--- src/rtl/rpk_pkg.sv ---
package rpk_pkg;

    localparam int SMP_W = 12;

    typedef logic [SMP_W-1:0] sample_t;

    // Result of the three peak tests for one sample
    typedef struct packed {
        logic armed;    // refractory interval elapsed
        logic above;    // candidate exceeds threshold
        logic is_max;   // candidate is a plateau-tolerant maximum
    } qual_t;

    function automatic int centre_of(input int len);
        return len / 2;
    endfunction

    function automatic logic all_pass(input qual_t q);
        return q.armed & q.above & q.is_max;
    endfunction

endpackage

--- src/rtl/rpk_window.sv ---
module rpk_window
    import rpk_pkg::*;
#(
    parameter int WIN_LEN = 25
) (
    input  logic    clk,
    input  logic    rst,
    input  logic    shift_en,
    input  sample_t din,
    output sample_t centre_next,
    output logic    is_max_next
);
    localparam int CIDX = centre_of(WIN_LEN);

    sample_t win_q  [WIN_LEN];
    sample_t win_nx [WIN_LEN];
    logic [WIN_LEN-1:0] ge;

    // window as it looks once din has shifted in
    assign win_nx[0] = din;
    genvar gi;
    generate
        for (gi = 1; gi < WIN_LEN; gi++) begin : g_shift
            assign win_nx[gi] = win_q[gi-1];
        end
        for (gi = 0; gi < WIN_LEN; gi++) begin : g_cmp
            if (gi == CIDX) begin : g_self
                assign ge[gi] = 1'b1;
            end else begin : g_other
                assign ge[gi] = (win_nx[CIDX] >= win_nx[gi]);
            end
        end
    endgenerate

    assign centre_next = win_nx[CIDX];
    assign is_max_next = &ge;

    always_ff @(posedge clk) begin
        if (rst) begin
            for (int i = 0; i < WIN_LEN; i++) win_q[i] <= '0;
        end else if (shift_en) begin
            for (int i = 0; i < WIN_LEN; i++) win_q[i] <= win_nx[i];
        end
    end

    // newest sample lands in stage 0
    a_r1_shift_in: assert property (@(posedge clk) disable iff (rst)
        shift_en |=> win_q[0] == $past(din));
    // window frozen without a valid sample
    a_r2_hold_window: assert property (@(posedge clk) disable iff (rst)
        !shift_en |=> win_q[CIDX] == $past(win_q[CIDX]));

endmodule

--- src/rtl/rpk_interval.sv ---
module rpk_interval #(
    parameter int CNT_W = 16
) (
    input  logic             clk,
    input  logic             rst,
    input  logic             tick,
    input  logic             clear,
    output logic [CNT_W-1:0] cnt_incl
);
    localparam logic [CNT_W-1:0] CNT_MAX = {CNT_W{1'b1}};

    logic [CNT_W-1:0] cnt_q;

    // count including the sample arriving now, saturating
    assign cnt_incl = (cnt_q == CNT_MAX) ? CNT_MAX : cnt_q + 1'b1;

    always_ff @(posedge clk) begin
        if (rst) begin
            cnt_q <= '0;
        end else if (tick) begin
            cnt_q <= clear ? '0 : cnt_incl;
        end
    end

    // cleared by a detection
    a_r8_clear: assert property (@(posedge clk) disable iff (rst)
        (tick && clear) |=> cnt_q == '0);
    // stays at the top once reached
    a_r9_saturate: assert property (@(posedge clk) disable iff (rst)
        (tick && !clear && cnt_q == CNT_MAX) |=> cnt_q == CNT_MAX);
    // no change without a sample
    a_r2_idle_count: assert property (@(posedge clk) disable iff (rst)
        !tick |=> $stable(cnt_q));

endmodule

--- src/rtl/rpk_qualify.sv ---
module rpk_qualify
    import rpk_pkg::*;
#(
    parameter int HOLDOFF = 500,
    parameter int CNT_W   = 16
) (
    input  logic             tick,
    input  logic [CNT_W-1:0] cnt_incl,
    input  sample_t          centre,
    input  sample_t          thresh,
    input  logic             is_max,
    output logic             fire
);
    localparam logic [CNT_W-1:0] HOLD_LIM = CNT_W'(HOLDOFF);

    qual_t q;

    always_comb begin
        q.armed  = (cnt_incl > HOLD_LIM);
        q.above  = (centre > thresh);
        q.is_max = is_max;
        fire     = tick & all_pass(q);
    end

endmodule

--- src/rtl/rpeak_detector.sv ---
module rpeak_detector
    import rpk_pkg::*;
#(
    parameter int WIN_LEN = 25,
    parameter int HOLDOFF = 500,
    parameter int CNT_W   = 16
) (
    input  logic             clk,
    input  logic             rst,
    input  logic             smp_valid,
    input  logic [11:0]      smp_data,
    input  logic [11:0]      thresh,
    output logic             peak_pulse,
    output logic [CNT_W-1:0] rr_interval
);
    sample_t          centre;
    logic             is_max;
    logic             fire;
    logic [CNT_W-1:0] cnt_incl;

    rpk_window #(.WIN_LEN(WIN_LEN)) u_window (
        .clk         (clk),
        .rst         (rst),
        .shift_en    (smp_valid),
        .din         (smp_data),
        .centre_next (centre),
        .is_max_next (is_max)
    );

    rpk_interval #(.CNT_W(CNT_W)) u_interval (
        .clk      (clk),
        .rst      (rst),
        .tick     (smp_valid),
        .clear    (fire),
        .cnt_incl (cnt_incl)
    );

    rpk_qualify #(.HOLDOFF(HOLDOFF), .CNT_W(CNT_W)) u_qualify (
        .tick     (smp_valid),
        .cnt_incl (cnt_incl),
        .centre   (centre),
        .thresh   (thresh),
        .is_max   (is_max),
        .fire     (fire)
    );

    always_ff @(posedge clk) begin
        if (rst) begin
            peak_pulse  <= 1'b0;
            rr_interval <= '0;
        end else begin
            peak_pulse <= fire;
            if (fire) rr_interval <= cnt_incl;
        end
    end

    // marker lasts one cycle
    a_r6_one_cycle: assert property (@(posedge clk) disable iff (rst)
        peak_pulse |=> !peak_pulse);
    // marker only follows a valid sample
    a_r6_after_valid: assert property (@(posedge clk) disable iff (rst)
        peak_pulse |-> $past(smp_valid));
    // refractory interval respected
    a_r3_refractory: assert property (@(posedge clk) disable iff (rst)
        peak_pulse |-> rr_interval > CNT_W'(HOLDOFF));
    // interval held between peaks
    a_r7_hold: assert property (@(posedge clk) disable iff (rst)
        !peak_pulse |-> $stable(rr_interval));

endmodule

--- config.mk ---
export PLATFORM = sky130hd
export DESIGN_NAME = rpeak_detector
export DESIGN_NICKNAME = d
export VERILOG_FILES = /design/src/rtl/rpk_pkg.sv /design/src/rtl/rpk_window.sv /design/src/rtl/rpk_interval.sv /design/src/rtl/rpk_qualify.sv /design/src/rtl/rpeak_detector.sv
export SDC_FILE = /design/constraint.sdc
export NUM_CORES = 1
export LEC_CHECK = 0
export ABC_AREA = 1
export CAP_MARGIN = 20
export CORE_MARGIN = 5
export CORE_UTILIZATION = 30
export DETAILED_ROUTE_END_ITERATION = 8
export GPL_TIMING_DRIVEN = 0
export SETUP_SLACK_MARGIN = 0.3
export SYNTH_ARGS = -nofsm -noshare
export SYNTH_HDL_FRONTEND = slang
export SYNTH_SLANG_ARGS = --single-unit
--- constraint.sdc ---
create_clock -name clk -period 15 [get_ports clk]
set_input_delay 2.25 -clock clk [delete_from_list [all_inputs] [get_ports clk]]
set_output_delay 2.25 -clock clk [all_outputs]
set_load 0.1 [all_outputs]
==> reports/metrics.yaml, run 1 <==
grt:
  grt_antenna_before_repair: 0
  grt_pass1_wl_um: 66300
  grt_pass1_vias: 13600
  grt_usage: 0.109
  grt-ovfl-total: 0
  grt_max_degree: 67
sta:
  drv_slew: 0
  setup_tns_ns: 0
  fin_crit_sh: 0.315
  fin_crit_ns: 4.73
  finalHoldViolCount: 0
  skew_ns: 0.0201
  setup_violations: 0
  tightestPinTransition_ns: 0.986
  fmax_mhz: 212
  rsz0062_at_grt: "false"
  relSlewSlack: 0.340
die:
  rows: 95
  initial_utilization: 0.302
  die_h_um: 269
  die_x_um: 269
  dieArea_um2: 72600
  io_pins: 44
  design.core.area_um2: 66900
critical_path:
  worstReg2RegEnd: "rr_interval[14]"
  arrival_ns: 5.13
  path_class: "input port to flop"
  worstPathRequired_ns: 15.40
  reg2regPathDepth: 15
  start_kind: "input port"
  cp_max_fo: 10
  crit_path_end_kind: "flop"
  r2r_start: "u_window.win_q[0][142]"
  regToRegSetupSlack_ns: 11.39
routing:
  routed_wl_um: 39000
  ant_nets: 0
  routedWlPerCell_um: 11.6
  drc_errors: 0
  vias: 14100
  via_per_inst: 4.21
  dr.pass1.iters: 5
  drtIter0Drc: 507
power_and_ir_drop:
  ir_drop_uv: 66.2
  internal_power_w: 0.00169
  switching_share: 0.266
  pwr-share-seq: 0.459
  switchingPower_w: 0.000613
  power_frac_comb: 0.155
  p_leak_nw: 11.0
  clockPowerShare: 0.387
  powerDensity_nw_per_um2: 98.7
yosys:
  synth_nets: 2675
  synth_cells: 2347
  ys_ff_latch: 321
  syn_area_um2: 20200
  ys_warn_count: 0
  synth_edf_count: 288
  ys_seq_area_frac: 0.461
  avgSynthCellArea_um2: 8.60
  synthArstFlopShare: 0
  synth_flop_cell: "edfxtp_1"
  ys_types: 33
clock_network:
  cts_tree: "built"
  clockBufferDepth: 3
  hold_buffers: 0
  cts-resized-gates: 0
  cts.sinks: 321
  insertion_delay_ns: 0.56
  numCtsBuffers: 39
  cts_max_level: 2
  root_buffer: "clkbuf_16"
  postCtsSetupRepairBufs: 0
  clkSlewWorstSetupHoldPaths_ns: 0.06
place:
  post_dp_cell_area_um2: 22100
  dp_hpwl_um: 30000
  portBuffers: 43
  dpl.cell_count: 3279
  gp_congestion: 0.799
worst_hold_path:
  worstHoldStart: "u_interval.cnt_q[1]"
  hold_end: "u_interval.cnt_q[1]"
  whs_path_depth: 2
  min_path_type: "flop to flop"
layout:
  drive_gt1_frac: 0.0380
  nFillCells: 6793
  seqCellArea_um2: 9310
  diodes: 0
  multi_input_area_um2: 8860
  final_cells: 3347
  final_nets: 2775
  layout-area-overhead-vs-synth_pct: 15.6
  fin_area_um2: 23300
job:
  maxCapViolations: 0
outcome:
  outcome: "complete, no violations"
-- how the worst max path moves through the flow --
stage | startpoint | end | slack, ns | cells after the start
final | smp_data[11] | u_interval.cnt_q[12] | 10.27 | 16
after floorplan | smp_valid | u_window.win_q[0][0] | 3.85 | 3
after detailed placement | smp_data[11] | u_interval.cnt_q[12] | 9.58 | 16
after global placement | smp_valid | u_interval.cnt_q[9] | -0.91 | 5
after CTS | smp_data[11] | u_interval.cnt_q[12] | 10.16 | 16
after global routing | smp_data[11] | rr_interval[9] | 9.86 | 16
-- power groups by stage --
stage	sequential (W)	combinational, W	clock, W
finish	0.00106	0.000356	0.000891
global route	0.00106	0.000425	0.000958
CTS	0.00106	0.000365	0.000917
detailed placement	0.00108	0.000362	0
global placement	0.00110	0.000327	0
floorplan	0.00108	0.000253	0
-- per-layer routing --
metal | wire, µm | GRT usage | up-vias
met5 | 0 | 0 | -
met4 | 936 | 0.0317 | 0
met2 | 17000 | 0.178 | 144
li1 | - | - | 7662
met1 | 19600 | 0.150 | 6234
met3 | 1380 | 0.0191 | 59
-- placed cells by master (no fill, tap or decap), types with 2 or more instances in the layout --
master,count
a21o_1,19
a21oi_1,82
and2_1,19
buf_16,15
buf_6,2
clkbuf_1,48
clkbuf_16,40
clkbuf_8,3
clkdlybuf4s50_1,43
clkinv_1,6
clkinv_2,2
clkinvlp_4,3
dfxtp_1,33
edfxtp_1,288
ha_1,301
inv_1,483
inv_2,6
nand2_1,459
nand2_2,4
nand2_4,2
nand3_1,52
nand3_2,2
nand4_1,46
nor2_1,457
nor2_2,3
nor2_4,2
nor3_1,3
o21a_1,4
o21ai_0,9
o21ai_1,7
o21bai_1,10
xor2_1,9
-- through the flow --
| stage | hold WS (ns) | utilization | setup WS [ns] | power [W] |
|---|---|---|---|---|
| after floorplan | 0.465 | - | 3.85 | 0.00134 |
| after global placement | 0.486 | 0.324 | -0.912 | 0.00143 |
| after detailed placement | 0.493 | 0.331 | 9.58 | 0.00144 |
| after CTS | 0.502 | 0.349 | 10.16 | 0.00234 |
| after global routing | 0.533 | 0.349 | 9.86 | 0.00245 |
| final | 0.500 | 0.349 | 10.27 | 0.00230 |
-- registers in the layout, summed over array words and instances (netlist names) --
name	flops
u_interval.cnt_q	16
u_window.win_q	288
rr_interval	16
peak_pulse	1
-- worst max-delay path, cell delays in order --
cell and delay [ns]:
clkdlybuf4s50_1 0.48, inv_1 0.06, ha_1 0.29, nand2_1 0.07
nor2_1 0.16, and2_1 0.14, nand2_1 0.05, nand4_1 0.24
nand2_1 0.09, nor2_1 0.09, nand2_1 0.06, nor2_1 0.52
nand3_4 0.22, buf_4 0.25, nand3_1 0.07, o21ai_1 0.06
-- kinds of logic (layout without fill, tap and decap cells) --
family | count (synthesis) | after routing | share of synthesized area
buf+inv | 533 | 660 | 0.100
xor+xnor | 9 | 9 | 0.00390
flops | 321 | 321 | 0.461
fa+ha+maj | 301 | 301 | 0.187
simple gates | 1052 | 1052 | 0.212
compound gates | 131 | 131 | 0.0366
-- cell type report --
class | count | area share
well taps | 873 | 0.0468
repair buffers | 59 | 0.0368
clock buffers | 55 | 0.0466
clock inverters | 13 | 0.00456
inverters | 491 | 0.0791
multi-input cells | 1493 | 0.380
flip-flops and latches | 321 | 0.399
plain buffers | 42 | 0.00777
-- Yosys cell counts, types with 9 or more instances --
| master | n | area share |
|---|---|---|
| and2_1 | 19 | 0.0059 |
| a21o_1 | 19 | 0.0071 |
| clkbuf_1 | 37 | 0.0069 |
| nor2_1 | 457 | 0.085 |
| xor2_1 | 9 | 0.0039 |
| edfxtp_1 | 288 | 0.43 |
| o21ai_0 | 9 | 0.0022 |
| a21oi_1 | 82 | 0.020 |
| nand2_1 | 459 | 0.085 |
| nand3_1 | 52 | 0.013 |
| dfxtp_1 | 33 | 0.033 |
| inv_1 | 483 | 0.090 |
| ha_1 | 301 | 0.19 |
| o21bai_1 | 10 | 0.0037 |
| nand4_1 | 46 | 0.014 |
Power figures use the tool's default switching activity.
==> run 2: changes to the inputs <==
==> constraint.sdc (replaced) <==
create_clock -name clk -period 4.9 [get_ports clk]
set_input_delay 0.735 -clock clk [delete_from_list [all_inputs] [get_ports clk]]
set_output_delay 0.735 -clock clk [all_outputs]
set_load 0.1 [all_outputs]
==> reports/metrics.yaml, run 2 (synthesis results as in run 1) <==
layout:
  layout-area-overhead-vs-synth_pct: 14.9
  final_common_cell: "inv_1"
  diodes: 0
  drive_gt1_frac: 0.0344
  layout_common_cells: "inv_1, nand2_1, nor2_1"
  finish.utilization: 0.347
  largest_register_ffs: 288
  regMostFlops: "u_window.win_q"
  final_nets: 2770
  top_regs: "u_window.win_q x288, rr_interval x16, u_interval.cnt_q x16"
  final_cells: 3343
critical_path:
  arrival_ns: 4.00
  path_class: "flop to flop"
  start_kind: "flop"
  worstPathRequired_ns: 5.34
  regToRegSetupSlack_ns: 1.34
  worstReg2RegEnd: "rr_interval[11]"
  cp_max_fo: 15
  r2r_start: "u_window.win_q[0][140]"
  reg2regPathDepth: 15
  crit_path_end_kind: "flop"
grt:
  grt_usage: 0.107
  grt_pass1_vias: 13500
  grt_max_degree: 166
  grt-ovfl-total: 0
  grt_pass1_wl_um: 64900
  grt_antenna_before_repair: 0
power_and_ir_drop:
  clockPowerShare: 0.378
  ir_drop_uv: 199
  power_w: 0.00694
  internal_power_w: 0.00510
  p_leak_nw: 10.9
  switching_share: 0.266
  powerDensity_nw_per_um2: 299
  pwr-share-seq: 0.466
  power_frac_comb: 0.156
  switchingPower_w: 0.00185
routing:
  routed_wl_um: 38800
  dr.pass1.iters: 4
  vias: 14100
  drtIter0Drc: 509
  via_per_inst: 4.20
  wl_met2_um: 17200
  ant_nets: 0
  routedWlPerCell_um: 11.6
  dr_wl_met3_um: 1340
  m1WireLength_um: 19600
  top_layer: "met4"
  drc_errors: 0
sta:
  rsz0062_at_grt: "false"
  fin_crit_ns: 3.56
  setup_violations: 0
  relSlewSlack: 0.347
  fin_crit_sh: 0.726
  hold_slack_ns: 0.497
  tightestPinTransition_ns: 0.977
  drv_slew: 0
  finalHoldViolCount: 0
  fmax_mhz: 281
  skew_ns: 0.0162
  worst_slack_ns: 1.34
clock_network:
  postCtsSetupRepairBufs: 0
  root_buffer: "clkbuf_16"
  cts.sinks: 321
  cts-resized-gates: 0
  numCtsBuffers: 37
  clkSlewWorstSetupHoldPaths_ns: 0.06
  cts_max_level: 2
  clockBufferDepth: 3
  hold_buffers: 0
  insertion_delay_ns: 0.54
  cts_tree: "built"
die:
  die_h_um: 269
  rows: 95
  io_pins: 44
  dieArea_um2: 72600
  design.core.area_um2: 66900
  die_x_um: 269
  initial_utilization: 0.302
place:
  dpl.cell_count: 3276
  gp_congestion: 0.794
  dp_slack_ns: 0.974
  portBuffers: 43
  dp_hpwl_um: 29600
worst_hold_path:
  hold_end: "u_interval.cnt_q[1]"
  worstHoldStart: "u_interval.cnt_q[1]"
  min_path_type: "flop to flop"
  whs_path_depth: 2
outcome:
  outcome: "complete, no violations"
job:
  maxCapViolations: 0
==> run 2: final cells by class <==
| class | count | area [µm²] |
|---|---|---|
| tap | 873 | 1090 |
| clock buffer | 54 | 1040 |
| clock inverter | 13 | 86.3 |
| multi-input combinational | 1493 | 8860 |
| sequential | 321 | 9310 |
| timing repair buffer | 56 | 776 |
| fill | 6814 | 43700 |
| inverter | 491 | 1850 |
| buffer | 42 | 199 |
==> run 2: critical path: stages, from the launching register on <==
cell and delay [ns]:
edfxtp_1 0.77, buf_16 0.32, ha_1 0.28, nand2_1 0.05, nor2_1 0.16, and2_1 0.15, nand2_1 0.05, nand4_1 0.17
nand2_1 0.13, nor2_1 0.10, nand2_1 0.12, nor2_1 0.49, clkbuf_1 0.38, nand4_1 0.15, nand2_1 0.09, nor2_1 0.04
==> run 2: stage by stage <==
step,cell area [µm²],setup TNS (ns)
final,23200,0
after global routing,23200,0
after CTS,23200,0
after detailed placement,22100,0
after global placement,21700,-160.52
after floorplan,20200,0
==> run 2: how the worst max path moves through the flow <==
stage / from / endpoint / slack, ns / depth (start not counted)
floorplan: smp_valid / u_window.win_q[0][0] / 1.42 / 3
global placement: smp_valid / u_window.win_q[0][137] / -0.60 / 4
detailed placement: smp_data[11] / u_interval.cnt_q[3] / 0.97 / 16
CTS: u_window.win_q[0][142] / rr_interval[9] / 1.23 / 15
global route: u_window.win_q[0][140] / rr_interval[6] / 0.87 / 15
finish: u_window.win_q[0][140] / rr_interval[11] / 1.34 / 15
==> run 2: power by group through the flow <==
| stage | clock network [W] | registers, W | logic [W] |
|---|---|---|---|
| after global placement | 0 | 0.00333 | 0.00100 |
| after global routing | 0.00281 | 0.00325 | 0.00130 |
| after floorplan | 0 | 0.00328 | 0.000775 |
| after detailed placement | 0 | 0.00329 | 0.00110 |
| after CTS | 0.00270 | 0.00324 | 0.00111 |
| final | 0.00263 | 0.00323 | 0.00108 |
==> run 2: layer usage <==
| layer | GRT usage | up-vias |
|---|---|---|
| met4 | 0.0260 | 0 |
| met5 | 0 | - |
| met1 | 0.146 | 6218 |
| li1 | - | 7644 |
| met2 | 0.178 | 138 |
| met3 | 0.0188 | 56 |
==> run 3: changes to the inputs <==
==> constraint.sdc (replaced) <==
create_clock -name clk -period 2.9 [get_ports clk]
set_input_delay 0.435 -clock clk [delete_from_list [all_inputs] [get_ports clk]]
set_output_delay 0.435 -clock clk [all_outputs]
set_load 0.1 [all_outputs]
==> reports/metrics.yaml, run 3 (synthesis results as in run 1) <==
sta:
  fmax_mhz: 356
  hold_slack_ns: 0.511
  worst_slack_ns: 0.0915
  tightestPinTransition_ns: 0.997
  fin_crit_ns: 2.81
  finalHoldViolCount: 0
  setup_violations: 0
  drv_slew: 0
  rsz0062_at_grt: "true"
  skew_ns: 0.0236
  fin_crit_sh: 0.968
  relSlewSlack: 0.333
job:
  maxCapViolations: 0
clock_network:
  cts.sinks: 321
  cts_tree: "built"
  cts_max_level: 2
  root_buffer: "clkbuf_16"
  clockBufferDepth: 3
  hold_buffers: 0
  insertion_delay_ns: 0.57
  numCtsBuffers: 38
  clkSlewWorstSetupHoldPaths_ns: 0.06
routing:
  ant_nets: 0
  vias: 14500
  dr.pass1.iters: 5
  drtIter0Drc: 637
  routedWlPerCell_um: 12.6
  drc_errors: 0
  via_per_inst: 4.27
  routed_wl_um: 42900
die:
  design.core.area_um2: 66900
  dieArea_um2: 72600
  io_pins: 44
  die_x_um: 269
  initial_utilization: 0.302
  rows: 95
  die_h_um: 269
layout:
  final_nets: 2831
  final_common_cell: "inv_1"
  layout_common_cells: "inv_1, nand2_1, nor2_1"
  largest_register_ffs: 288
  drive_gt1_frac: 0.114
  layout-area-overhead-vs-synth_pct: 22.6
  top_regs: "u_window.win_q x288, rr_interval x16, u_interval.cnt_q x16"
  nFillCells: 6662
  regMostFlops: "u_window.win_q"
worst_hold_path:
  min_path_type: "flop to flop"
grt:
  grt-ovfl-total: 0
  grt_antenna_before_repair: 0
  grt_pass1_wl_um: 69700
  grt_max_degree: 78
  grt_pass1_vias: 14300
  grt_usage: 0.117
power_and_ir_drop:
  p_leak_nw: 11.4
  powerDensity_nw_per_um2: 483
  ir_drop_uv: 330
place:
  gp_congestion: 0.808
  dp_slack_ns: -0.532
  portBuffers: 43
  dp_hpwl_um: 29600
critical_path:
  crit_path_end_kind: "flop"
  path_class: "flop to flop"
  start_kind: "flop"
  cp_max_fo: 8
  arrival_ns: 3.23
  worstPathRequired_ns: 3.32
outcome:
  outcome: "complete, no violations"
==> run 3: metrics by stage <==
stage               power (W)  utilization  std cells  setup TNS, ns  area (µm²)
global route           0.0127        0.370       3399         -0.956       24700
detailed placement    0.00743        0.330       3276        -102.55       22100
CTS                    0.0120        0.360       3394              0       24100
global placement      0.00732        0.325       3263        -330.06       21700
floorplan             0.00685            -       2347              0       20200
finish                 0.0119        0.370       3400              0       24700
==> run 3: power by group <==
part           switching [W]  internal [W]
logic                0.00134      0.000870
clock network        0.00190       0.00243
registers          0.0000760       0.00533
==> run 3: area by class of cell <==
cell class / instances / area [µm²] / area share
Clock inverter: 11 / 100 / 0.00405
Tap cell: 873 / 1090 / 0.0441
Antenna cell: 1 / 2.50 / 0.000101
Sequential cell: 321 / 9310 / 0.376
Clock buffer: 52 / 1000 / 0.0406
Inverter: 491 / 1850 / 0.0747
Timing Repair Buffer: 116 / 1570 / 0.0633
Buffer: 42 / 228 / 0.00920
Multi-Input combinational cell: 1493 / 9600 / 0.388
==> run 3: worst paths after layout <==
path,start,to,slack [ns],cells after the start
setup / recovery,u_window.win_q[0][142],u_interval.cnt_q[9],0.09,18
hold / removal,rr_interval[9],rr_interval[9],0.51,4
setup reg to reg,u_window.win_q[0][142],u_interval.cnt_q[9],0.09,18
hold reg to reg,rr_interval[9],rr_interval[9],0.51,4
==> run 3: timing repair <==
| item | in CTS | in global routing |
|---|---|---|
| gates resized for setup | 69 | 141 |
| cloned | 9 | 1 |
| setup buffers | 46 | 4 |
| pin swaps | 33 | 73 |
| setup endpoints to repair | 189 | 112 |
==> run 3: layer usage <==
metal	vias up	share of wire	wire (µm)	GRT usage
li1	7784	-	-	-
met1	6487	0.49	21200	0.162
met2	188	0.44	18900	0.189
met3	63	0.040	1720	0.0195
met4	0	0.024	1050	0.0358
met5	-	0	0	0
==> run 3: critical path, cell delays in order (launching register included) <==
cell      delay, ns
edfxtp_1       0.49
buf_6          0.19
buf_12         0.15
buf_4          0.13
ha_1           0.28
nand2_2        0.06
nor2_2         0.12
and2_1         0.14
nand2_1        0.05
nand4_1        0.06
nand2_1        0.06
nor2_2         0.12
nand2_2        0.10
nor2_4         0.18
nand3_4        0.13
buf_6          0.16
buf_8          0.13
nand3_2        0.06
o21ai_2        0.06
